**config.mk**
```make
export PLATFORM = sky130hd
export DESIGN_NAME = clkgate_ctl
export DESIGN_NICKNAME = d
export VERILOG_FILES = /design/src/rtl/clkgate_pkg.sv /design/src/rtl/clkgate_regs.sv /design/src/rtl/clkgate_hyst_timer.sv /design/src/rtl/clkgate_fsm.sv /design/src/rtl/clkgate_status_sync.sv /design/src/rtl/clkgate_ctl.sv
export SDC_FILE = /design/constraint.sdc
export NUM_CORES = 1
export LEC_CHECK = 0
export ABC_AREA = 1
export ABC_CLOCK_PERIOD_IN_PS = 1200
export BUFFER_PORTS_ARGS = -buffer_cell sky130_fd_sc_hd__buf_2
export CORE_MARGIN = 4
export CORE_UTILIZATION = 36
export DETAILED_ROUTE_END_ITERATION = 8
export PLACE_DENSITY = 0.74
export SYNTH_ARGS = -nofsm -noshare
export SYNTH_HDL_FRONTEND = slang
export SYNTH_SLANG_ARGS = --single-unit
```
**constraint.sdc**
```tcl
create_clock -name clk -period 1.2 [get_ports clk]
set_input_delay 0.18 -clock clk [delete_from_list [all_inputs] [get_ports clk]]
set_output_delay 0.18 -clock clk [all_outputs]
set_load 0.03 [all_outputs]
```
**src/rtl/clkgate_pkg.sv**
```systemverilog
package clkgate_pkg;

    typedef enum logic [1:0] {
        GF_NONE    = 2'd0,
        GF_HW_ONLY = 2'd1,
        GF_SW_ONLY = 2'd2,
        GF_HW_SW   = 2'd3
    } gate_flavour_e;

    typedef enum logic [1:0] {
        ST_ON    = 2'd0,
        ST_DRAIN = 2'd1,
        ST_OFF   = 2'd2
    } gate_state_e;

    localparam int unsigned BIT_SW_EN     = 0;
    localparam int unsigned BIT_OWNER     = 1;
    localparam int unsigned BIT_HYST_EN   = 2;
    localparam int unsigned BIT_HYST_LONG = 3;
    localparam int unsigned BIT_STATUS    = 8;

    typedef struct packed {
        logic hyst_long;
        logic hyst_en;
        logic owner_sw;
        logic sw_en;
    } gate_ctrl_t;

    function automatic bit flavour_has_hw(gate_flavour_e f);
        return (f == GF_HW_ONLY) || (f == GF_HW_SW);
    endfunction

    function automatic bit flavour_has_sw(gate_flavour_e f);
        return (f == GF_SW_ONLY) || (f == GF_HW_SW);
    endfunction

endpackage

```
**src/rtl/clkgate_regs.sv**
```systemverilog
module clkgate_regs
    import clkgate_pkg::*;
#(
    parameter gate_flavour_e FLAVOUR = GF_HW_SW,
    parameter int unsigned   REG_W   = 32
) (
    input  logic             clk,
    input  logic             rst_n,
    input  logic             we,
    input  logic [REG_W-1:0] wdata,
    input  logic             status,
    output gate_ctrl_t       ctrl,
    output logic [REG_W-1:0] rdata
);

    localparam bit HAS_HW = flavour_has_hw(FLAVOUR);
    localparam bit HAS_SW = flavour_has_sw(FLAVOUR);

    logic sw_en_q;
    logic owner_q;
    logic hyst_en_q;
    logic hyst_long_q;
    logic unused_wdata;

    assign unused_wdata = ^wdata;

    // software enable field exists only when software can own the gate
    generate
        if (HAS_SW) begin : g_sw_en
            always_ff @(posedge clk or negedge rst_n) begin
                if (!rst_n) begin
                    sw_en_q <= 1'b1;
                end else if (we) begin
                    sw_en_q <= wdata[BIT_SW_EN];
                end
            end
        end else begin : g_no_sw_en
            assign sw_en_q = 1'b0;
        end
    endgenerate

    // owner select is writable only in the selectable flavour
    generate
        if (FLAVOUR == GF_HW_SW) begin : g_owner
            always_ff @(posedge clk or negedge rst_n) begin
                if (!rst_n) begin
                    owner_q <= 1'b0;
                end else if (we) begin
                    owner_q <= wdata[BIT_OWNER];
                end
            end
        end else begin : g_owner_tied
            assign owner_q = (FLAVOUR == GF_SW_ONLY);
        end
    endgenerate

    // hysteresis only applies to hardware-initiated gate-off
    generate
        if (HAS_HW) begin : g_hyst
            always_ff @(posedge clk or negedge rst_n) begin
                if (!rst_n) begin
                    hyst_en_q   <= 1'b0;
                    hyst_long_q <= 1'b0;
                end else if (we) begin
                    hyst_en_q   <= wdata[BIT_HYST_EN];
                    hyst_long_q <= wdata[BIT_HYST_LONG];
                end
            end
        end else begin : g_no_hyst
            assign hyst_en_q   = 1'b0;
            assign hyst_long_q = 1'b0;
        end
    endgenerate

    always_comb begin
        ctrl.sw_en     = sw_en_q;
        ctrl.owner_sw  = owner_q;
        ctrl.hyst_en   = hyst_en_q;
        ctrl.hyst_long = hyst_long_q;
    end

    always_comb begin
        rdata                = '0;
        rdata[BIT_SW_EN]     = sw_en_q;
        rdata[BIT_OWNER]     = owner_q;
        rdata[BIT_HYST_EN]   = hyst_en_q;
        rdata[BIT_HYST_LONG] = hyst_long_q;
        rdata[BIT_STATUS]    = status;
    end

endmodule

```
**src/rtl/clkgate_hyst_timer.sv**
```systemverilog
module clkgate_hyst_timer #(
    parameter int unsigned SHORT_DLY = 8,
    parameter int unsigned LONG_DLY  = 64
) (
    input  logic clk,
    input  logic rst_n,
    input  logic load,
    input  logic sel_long,
    input  logic run,
    output logic done
);

    localparam int unsigned CW = (LONG_DLY > 1) ? $clog2(LONG_DLY) : 1;
    localparam logic [CW-1:0] SHORT_LD = CW'(SHORT_DLY - 1);
    localparam logic [CW-1:0] LONG_LD  = CW'(LONG_DLY - 1);

    logic [CW-1:0] cnt_q;

    always_ff @(posedge clk or negedge rst_n) begin
        if (!rst_n) begin
            cnt_q <= '0;
        end else if (load) begin
            cnt_q <= sel_long ? LONG_LD : SHORT_LD;
        end else if (run && (cnt_q != '0)) begin
            cnt_q <= cnt_q - CW'(1);
        end
    end

    assign done = (cnt_q == '0);

endmodule

```
**src/rtl/clkgate_fsm.sv**
```systemverilog
module clkgate_fsm
    import clkgate_pkg::*;
#(
    parameter gate_flavour_e FLAVOUR = GF_HW_SW
) (
    input  logic clk,
    input  logic rst_n,
    input  logic owner_sw,
    input  logic sw_en,
    input  logic hyst_en,
    input  logic hw_req,
    input  logic tmr_done,
    output logic tmr_load,
    output logic tmr_run,
    output logic gate_en
);

    gate_state_e state_q;
    gate_state_e state_d;
    logic        gate_q;

    // state register
    always_ff @(posedge clk or negedge rst_n) begin
        if (!rst_n) begin
            state_q <= ST_ON;
        end else begin
            state_q <= state_d;
        end
    end

    // next-state logic
    always_comb begin
        state_d = state_q;
        unique case (state_q)
            ST_ON: begin
                if (owner_sw) begin
                    if (!sw_en) state_d = ST_OFF;
                end else if (!hw_req) begin
                    state_d = hyst_en ? ST_DRAIN : ST_OFF;
                end
            end
            ST_DRAIN: begin
                if (owner_sw) begin
                    state_d = sw_en ? ST_ON : ST_OFF;
                end else if (hw_req) begin
                    state_d = ST_ON;
                end else if (!hyst_en || tmr_done) begin
                    state_d = ST_OFF;
                end
            end
            ST_OFF: begin
                if (owner_sw ? sw_en : hw_req) state_d = ST_ON;
            end
            default: state_d = ST_ON;
        endcase
        if (FLAVOUR == GF_NONE) state_d = ST_ON;
    end

    // outputs: timer control and the registered enable
    always_comb begin
        tmr_load = (state_q == ST_ON) && (state_d == ST_DRAIN);
        tmr_run  = (state_q == ST_DRAIN);
    end

    always_ff @(posedge clk or negedge rst_n) begin
        if (!rst_n) begin
            gate_q <= 1'b1;
        end else begin
            gate_q <= (state_d != ST_OFF);
        end
    end

    assign gate_en = gate_q;

endmodule

```
**src/rtl/clkgate_status_sync.sv**
```systemverilog
module clkgate_status_sync #(
    parameter int unsigned STAGES = 2
) (
    input  logic clk,
    input  logic rst_n,
    input  logic d,
    output logic q
);

    logic [STAGES-1:0] sync_q;

    generate
        if (STAGES == 1) begin : g_single
            always_ff @(posedge clk or negedge rst_n) begin
                if (!rst_n) sync_q <= '1;
                else        sync_q <= d;
            end
        end else begin : g_chain
            always_ff @(posedge clk or negedge rst_n) begin
                if (!rst_n) sync_q <= '1;
                else        sync_q <= {sync_q[STAGES-2:0], d};
            end
        end
    endgenerate

    assign q = sync_q[STAGES-1];

endmodule

```
**src/rtl/clkgate_ctl.sv**
```systemverilog
module clkgate_ctl
    import clkgate_pkg::*;
#(
    parameter gate_flavour_e FLAVOUR     = GF_HW_SW,
    parameter int unsigned   REG_W       = 32,
    parameter int unsigned   SHORT_DLY   = 8,
    parameter int unsigned   LONG_DLY    = 64,
    parameter int unsigned   SYNC_STAGES = 2
) (
    input  logic             clk,
    input  logic             rst_n,
    input  logic             reg_we,
    input  logic [REG_W-1:0] reg_wdata,
    output logic [REG_W-1:0] reg_rdata,
    input  logic             hw_req,
    output logic             gate_en
);

    gate_ctrl_t ctrl;
    logic       status;
    logic       tmr_load;
    logic       tmr_run;
    logic       tmr_done;

    clkgate_regs #(
        .FLAVOUR (FLAVOUR),
        .REG_W   (REG_W)
    ) u_regs (
        .clk    (clk),
        .rst_n  (rst_n),
        .we     (reg_we),
        .wdata  (reg_wdata),
        .status (status),
        .ctrl   (ctrl),
        .rdata  (reg_rdata)
    );

    clkgate_hyst_timer #(
        .SHORT_DLY (SHORT_DLY),
        .LONG_DLY  (LONG_DLY)
    ) u_timer (
        .clk      (clk),
        .rst_n    (rst_n),
        .load     (tmr_load),
        .sel_long (ctrl.hyst_long),
        .run      (tmr_run),
        .done     (tmr_done)
    );

    clkgate_fsm #(
        .FLAVOUR (FLAVOUR)
    ) u_fsm (
        .clk      (clk),
        .rst_n    (rst_n),
        .owner_sw (ctrl.owner_sw),
        .sw_en    (ctrl.sw_en),
        .hyst_en  (ctrl.hyst_en),
        .hw_req   (hw_req),
        .tmr_done (tmr_done),
        .tmr_load (tmr_load),
        .tmr_run  (tmr_run),
        .gate_en  (gate_en)
    );

    clkgate_status_sync #(
        .STAGES (SYNC_STAGES)
    ) u_sync (
        .clk   (clk),
        .rst_n (rst_n),
        .d     (gate_en),
        .q     (status)
    );

endmodule

```
==> summary.txt <==
RUN STATUS
--------------------------------------------------------------------------------
Status                                                              finished with violations
Violations in the final reports                                     setup timing

FLOORPLANNING
--------------------------------------------------------------------------------
Starting Density                                                           38.7%
Num rows                                                                      18
Core Box Area                                                        0.00254 mm2
Overall die area                                                     0.00364 mm2
DIE HEIGHT                                                               60.3 um
IO Count                                                                      69
Die X                                                                    60.3 um

TIMING
--------------------------------------------------------------------------------
Clock tree skew after final layout                                    0.00831 ns
Fmax                                                                     803 MHz
Unrepaired setup endpoints after global routing                             true
Fin worst setup slack                                                 -0.0451 ns
Fraction of the cycle the final worst path needs                            104%
Clock period minus final worst setup slack                               1.25 ns
Number of hold-slack violations in the final timing report                     0
Max-slew violations                                                            0
Setup violators final                                                          4

PWR
--------------------------------------------------------------------------------
Switching part of the total power                                          41.6%
Clock share of power                                                       14.7%
Sequential power share                                                     39.0%
Share of total power in combinational logic                                46.3%
Power density normalized to cell area                                1740 mW/mm2
NetSw                                                                     815 uW
Standby leakage power                                                0.000570 uW
Total Power Consumption                                                  1960 uW
Max VDD drop                                                              947 uV
Internal power component                                                 1150 uW

DRT
--------------------------------------------------------------------------------
Initial DRC Count                                                              9
Vias per std cell                                                           4.26
Detailed Routing Iterations Pass 1                                             4
Overall via count from detail_route                                          729
Final antenna-violating net count                                              0
Wire length after detailed routing                                       1920 um
Mean routed wirelength per cell                                          11.2 um
DRC                                                                            0

WORST SETUP PATH
--------------------------------------------------------------------------------
Sort of element at the end of the critical path                        flip-flop
Worst R2R End                                                       u_timer.cnt_q[5]$_DFFE_PN0P_
Logic depth of the worst register-to-register path                             7
CP Class                                                              reg -> reg
Worst EP required                                                        1.37 ns
Crit Path Max Fanout                                                           5
Worst reg2reg startpoint                                            u_timer.cnt_q[0]$_DFFE_PN0P_
Reg2reg setup slack                                                     -0.05 ns
Worst EP arrival                                                         1.42 ns
Startpoint class of the critical path                                  flip-flop
Critical path launch point                                          u_timer.cnt_q[0]$_DFFE_PN0P_
End of the critical path                                            u_timer.cnt_q[5]$_DFFE_PN0P_

CLOCK TREE
--------------------------------------------------------------------------------
Clock-pin slew on the worst setup and hold paths                         0.09 ns
Inserted Clock Buffers                                                         3
Clock Root Buffer                                                   sky130_fd_sc_hd__clkbuf_4
TritonCTS clock tree                                                         yes
Clock latency on the worst-skew pair                                     0.28 ns
Number of sinks driven by the clock tree                                      15
# H-tree levels                                                                1
Clock tree buffer depth                                                        2

LOGIC SYNTHESIS
--------------------------------------------------------------------------------
Netlist cell types                                                            23
Sequential-to-total area share from yosys stat                             38.6%
Post-synthesis cell area                                                 985 um2
Per-instance average area after synthesis                               8.27 um2
Yosys warning count                                                            0
Mapped Cells                                                                 119
Number of storage elements in the synthesis netlist                           15

FINAL LAYOUT
--------------------------------------------------------------------------------
Non-filler instance count after layout                                       171
Layout Utilization                                                         44.3%
Count of filler cells inserted in the layout                                 261
Synth-to-Final Area Change                                                 14.5%
Diode count                                                                    0
Most common cell after layout, fill and taps aside                  sky130_fd_sc_hd__conb_1
Share of layout cells above drive strength 1                               32.6%
Most used cells in the layout excluding fill and tap cells          27 x sky130_fd_sc_hd__conb_1, 21 x sky130_fd_sc_hd__nand2_1, 11 x sky130_fd_sc_hd__buf_2, 11 x sky130_fd_sc_hd__dfrtp_1, 10 x sky130_fd_sc_hd__buf_4
Number of nets in the layout                                                 179

GLOBAL ROUTING
--------------------------------------------------------------------------------
First-pass GRT wire length                                               2840 um
Overall fraction of global-route tracks in use                             10.7%
Maximum number of pins on one net before global-route repair                  16
Number of antenna violations at the first check in global routing              0
Total gr overflow                                                              0
Via count of the first global-routing pass                                   659

WORST HOLD PATH
--------------------------------------------------------------------------------
Hold path startpoint                                                reg_wdata[3]
Worst hold path type                                                   in -> reg

FLOW RUN
--------------------------------------------------------------------------------
Max-cap violation count                                                        0

PLACED DESIGN
--------------------------------------------------------------------------------
Routability congestion estimate from global placement                      0.783
Number of placed cells counting well taps                                    160
Number of port buffers                                                        13
Half-perimeter wire length after detailed placement                      1330 um

cell type report:
cell class                 count  area, um2  share of cell area (%)
inverter                      10       37.5                    3.33
timing repair buffer          23        151                    13.4
multi-input combinational     89        494                    43.8
tap                           30       37.5                    3.33
sequential                    15        380                    33.7
clock buffer                   4       26.3                    2.33
routing by layer:
metal	GRT usage (%)	vias up	wire length (um)
met3	1.94	2	132
met2	20.4	26	1070
met5	0	-	0
li1	-	361	-
met1	11.2	340	701
met4	4.75	0	12
synth_stat cells:
cell | number | area [um2]
sky130_fd_sc_hd__nand4_1 | 2 | 12.5
sky130_fd_sc_hd__a21oi_2 | 1 | 8.76
sky130_fd_sc_hd__dfstp_2 | 4 | 105
sky130_fd_sc_hd__nand3b_1 | 1 | 7.51
sky130_fd_sc_hd__inv_1 | 9 | 33.8
sky130_fd_sc_hd__nor2_1 | 11 | 41.3
sky130_fd_sc_hd__nor2_4 | 2 | 22.5
sky130_fd_sc_hd__a21oi_1 | 4 | 20.0
sky130_fd_sc_hd__buf_4 | 32 | 240
sky130_fd_sc_hd__nand2_2 | 2 | 12.5
sky130_fd_sc_hd__dfrtp_1 | 11 | 275
sky130_fd_sc_hd__inv_2 | 1 | 3.75
sky130_fd_sc_hd__a21boi_0 | 1 | 7.51
sky130_fd_sc_hd__conb_1 | 1 | 3.75
sky130_fd_sc_hd__mux2_2 | 1 | 11.3
sky130_fd_sc_hd__xnor2_1 | 1 | 8.76
sky130_fd_sc_hd__nand3_4 | 1 | 17.5
sky130_fd_sc_hd__nand3_1 | 6 | 30.0
sky130_fd_sc_hd__nand2_1 | 21 | 78.8
sky130_fd_sc_hd__nor2_2 | 1 | 6.26
sky130_fd_sc_hd__ha_1 | 1 | 12.5
sky130_fd_sc_hd__o21ai_1 | 1 | 5.00
sky130_fd_sc_hd__o21ai_0 | 4 | 20.0
repair_timing:
action                                  in CTS  in global routing
gates resized for setup                      8                  7
hold buffers                                 1                  0
endpoints found under the setup margin       8                  9
setup buffers                                2                  3
pin swaps                                    3                  5
endpoints found under the hold margin       11                  0
cloned                                       0                  1
worst min-delay path by stage:
| stage | end | depth (start not counted) |
|---|---|---|
| floorplan | u_fsm.state_q[0]$_DFF_PN0_ | 0 |
| global placement | u_timer.cnt_q[2]$_DFFE_PN0P_ | 1 |
| detailed placement | u_timer.cnt_q[2]$_DFFE_PN0P_ | 1 |
| CTS | u_regs.hyst_long_q$_DFFE_PN0P_ | 3 |
| global route | u_regs.hyst_long_q$_DFFE_PN0P_ | 3 |
| finish | u_regs.hyst_long_q$_DFFE_PN0P_ | 3 |
power by group through the flow:
stage / combinational (uW) / sequential [uW] / clock (uW)
3_3_place_gp: 698 / 754 / 0
4_1_cts: 820 / 764 / 303
6_report: 908 / 764 / 289
2_1_floorplan: 601 / 771 / 0
3_5_place_dp: 727 / 764 / 0
5_1_grt: 999 / 789 / 325
per-stage QoR:
stage / setup TNS [ns] / hold slack, ns / worst slack, ns / instance area [um2]
6_report: -0.120 / 0.0989 / -0.0451 / 1130
5_1_grt: -0.580 / 0.107 / -0.110 / 1130
4_1_cts: -0.00698 / 0.0957 / -0.00698 / 1070
3_5_place_dp: -0.356 / 0.101 / -0.0934 / 982
3_3_place_gp: -0.212 / 0.101 / -0.0628 / 982
2_1_floorplan: 0 / -0.116 / 0.00788 / 1090
registers in the layout, indices dropped and copies added (netlist names):
name / count
u_sync.sync_q: 2
u_regs.hyst_en_q: 1
u_regs.sw_en_q: 1
u_regs.owner_q: 1
u_regs.hyst_long_q: 1
u_timer.cnt_q: 6
u_fsm.gate_en: 1
u_fsm.state_q: 2
logic make-up after synthesis:
| group | Yosys count | share of synthesized area, % |
|---|---|---|
| XOR/XNOR | 1 | 0.890 |
| other | 1 | 0.381 |
| AO/OA/AOI/OAI | 11 | 6.23 |
| AND/OR/NAND/NOR | 47 | 23.3 |
| adder cells (fa/ha/maj) | 1 | 1.27 |
| buffers and inverters | 42 | 28.2 |
| multiplexers | 1 | 1.14 |
| flip-flops | 15 | 38.6 |
critical path, stage by stage, from the launching register on:
cell	delay, ns
sky130_fd_sc_hd__dfrtp_1	0.41
sky130_fd_sc_hd__inv_2	0.09
sky130_fd_sc_hd__ha_4	0.16
sky130_fd_sc_hd__nand3_4	0.10
sky130_fd_sc_hd__nand2_4	0.13
sky130_fd_sc_hd__nand2_4	0.09
sky130_fd_sc_hd__nor2_1	0.10
sky130_fd_sc_hd__a21oi_1	0.05
Power figures use the tool's default switching activity.
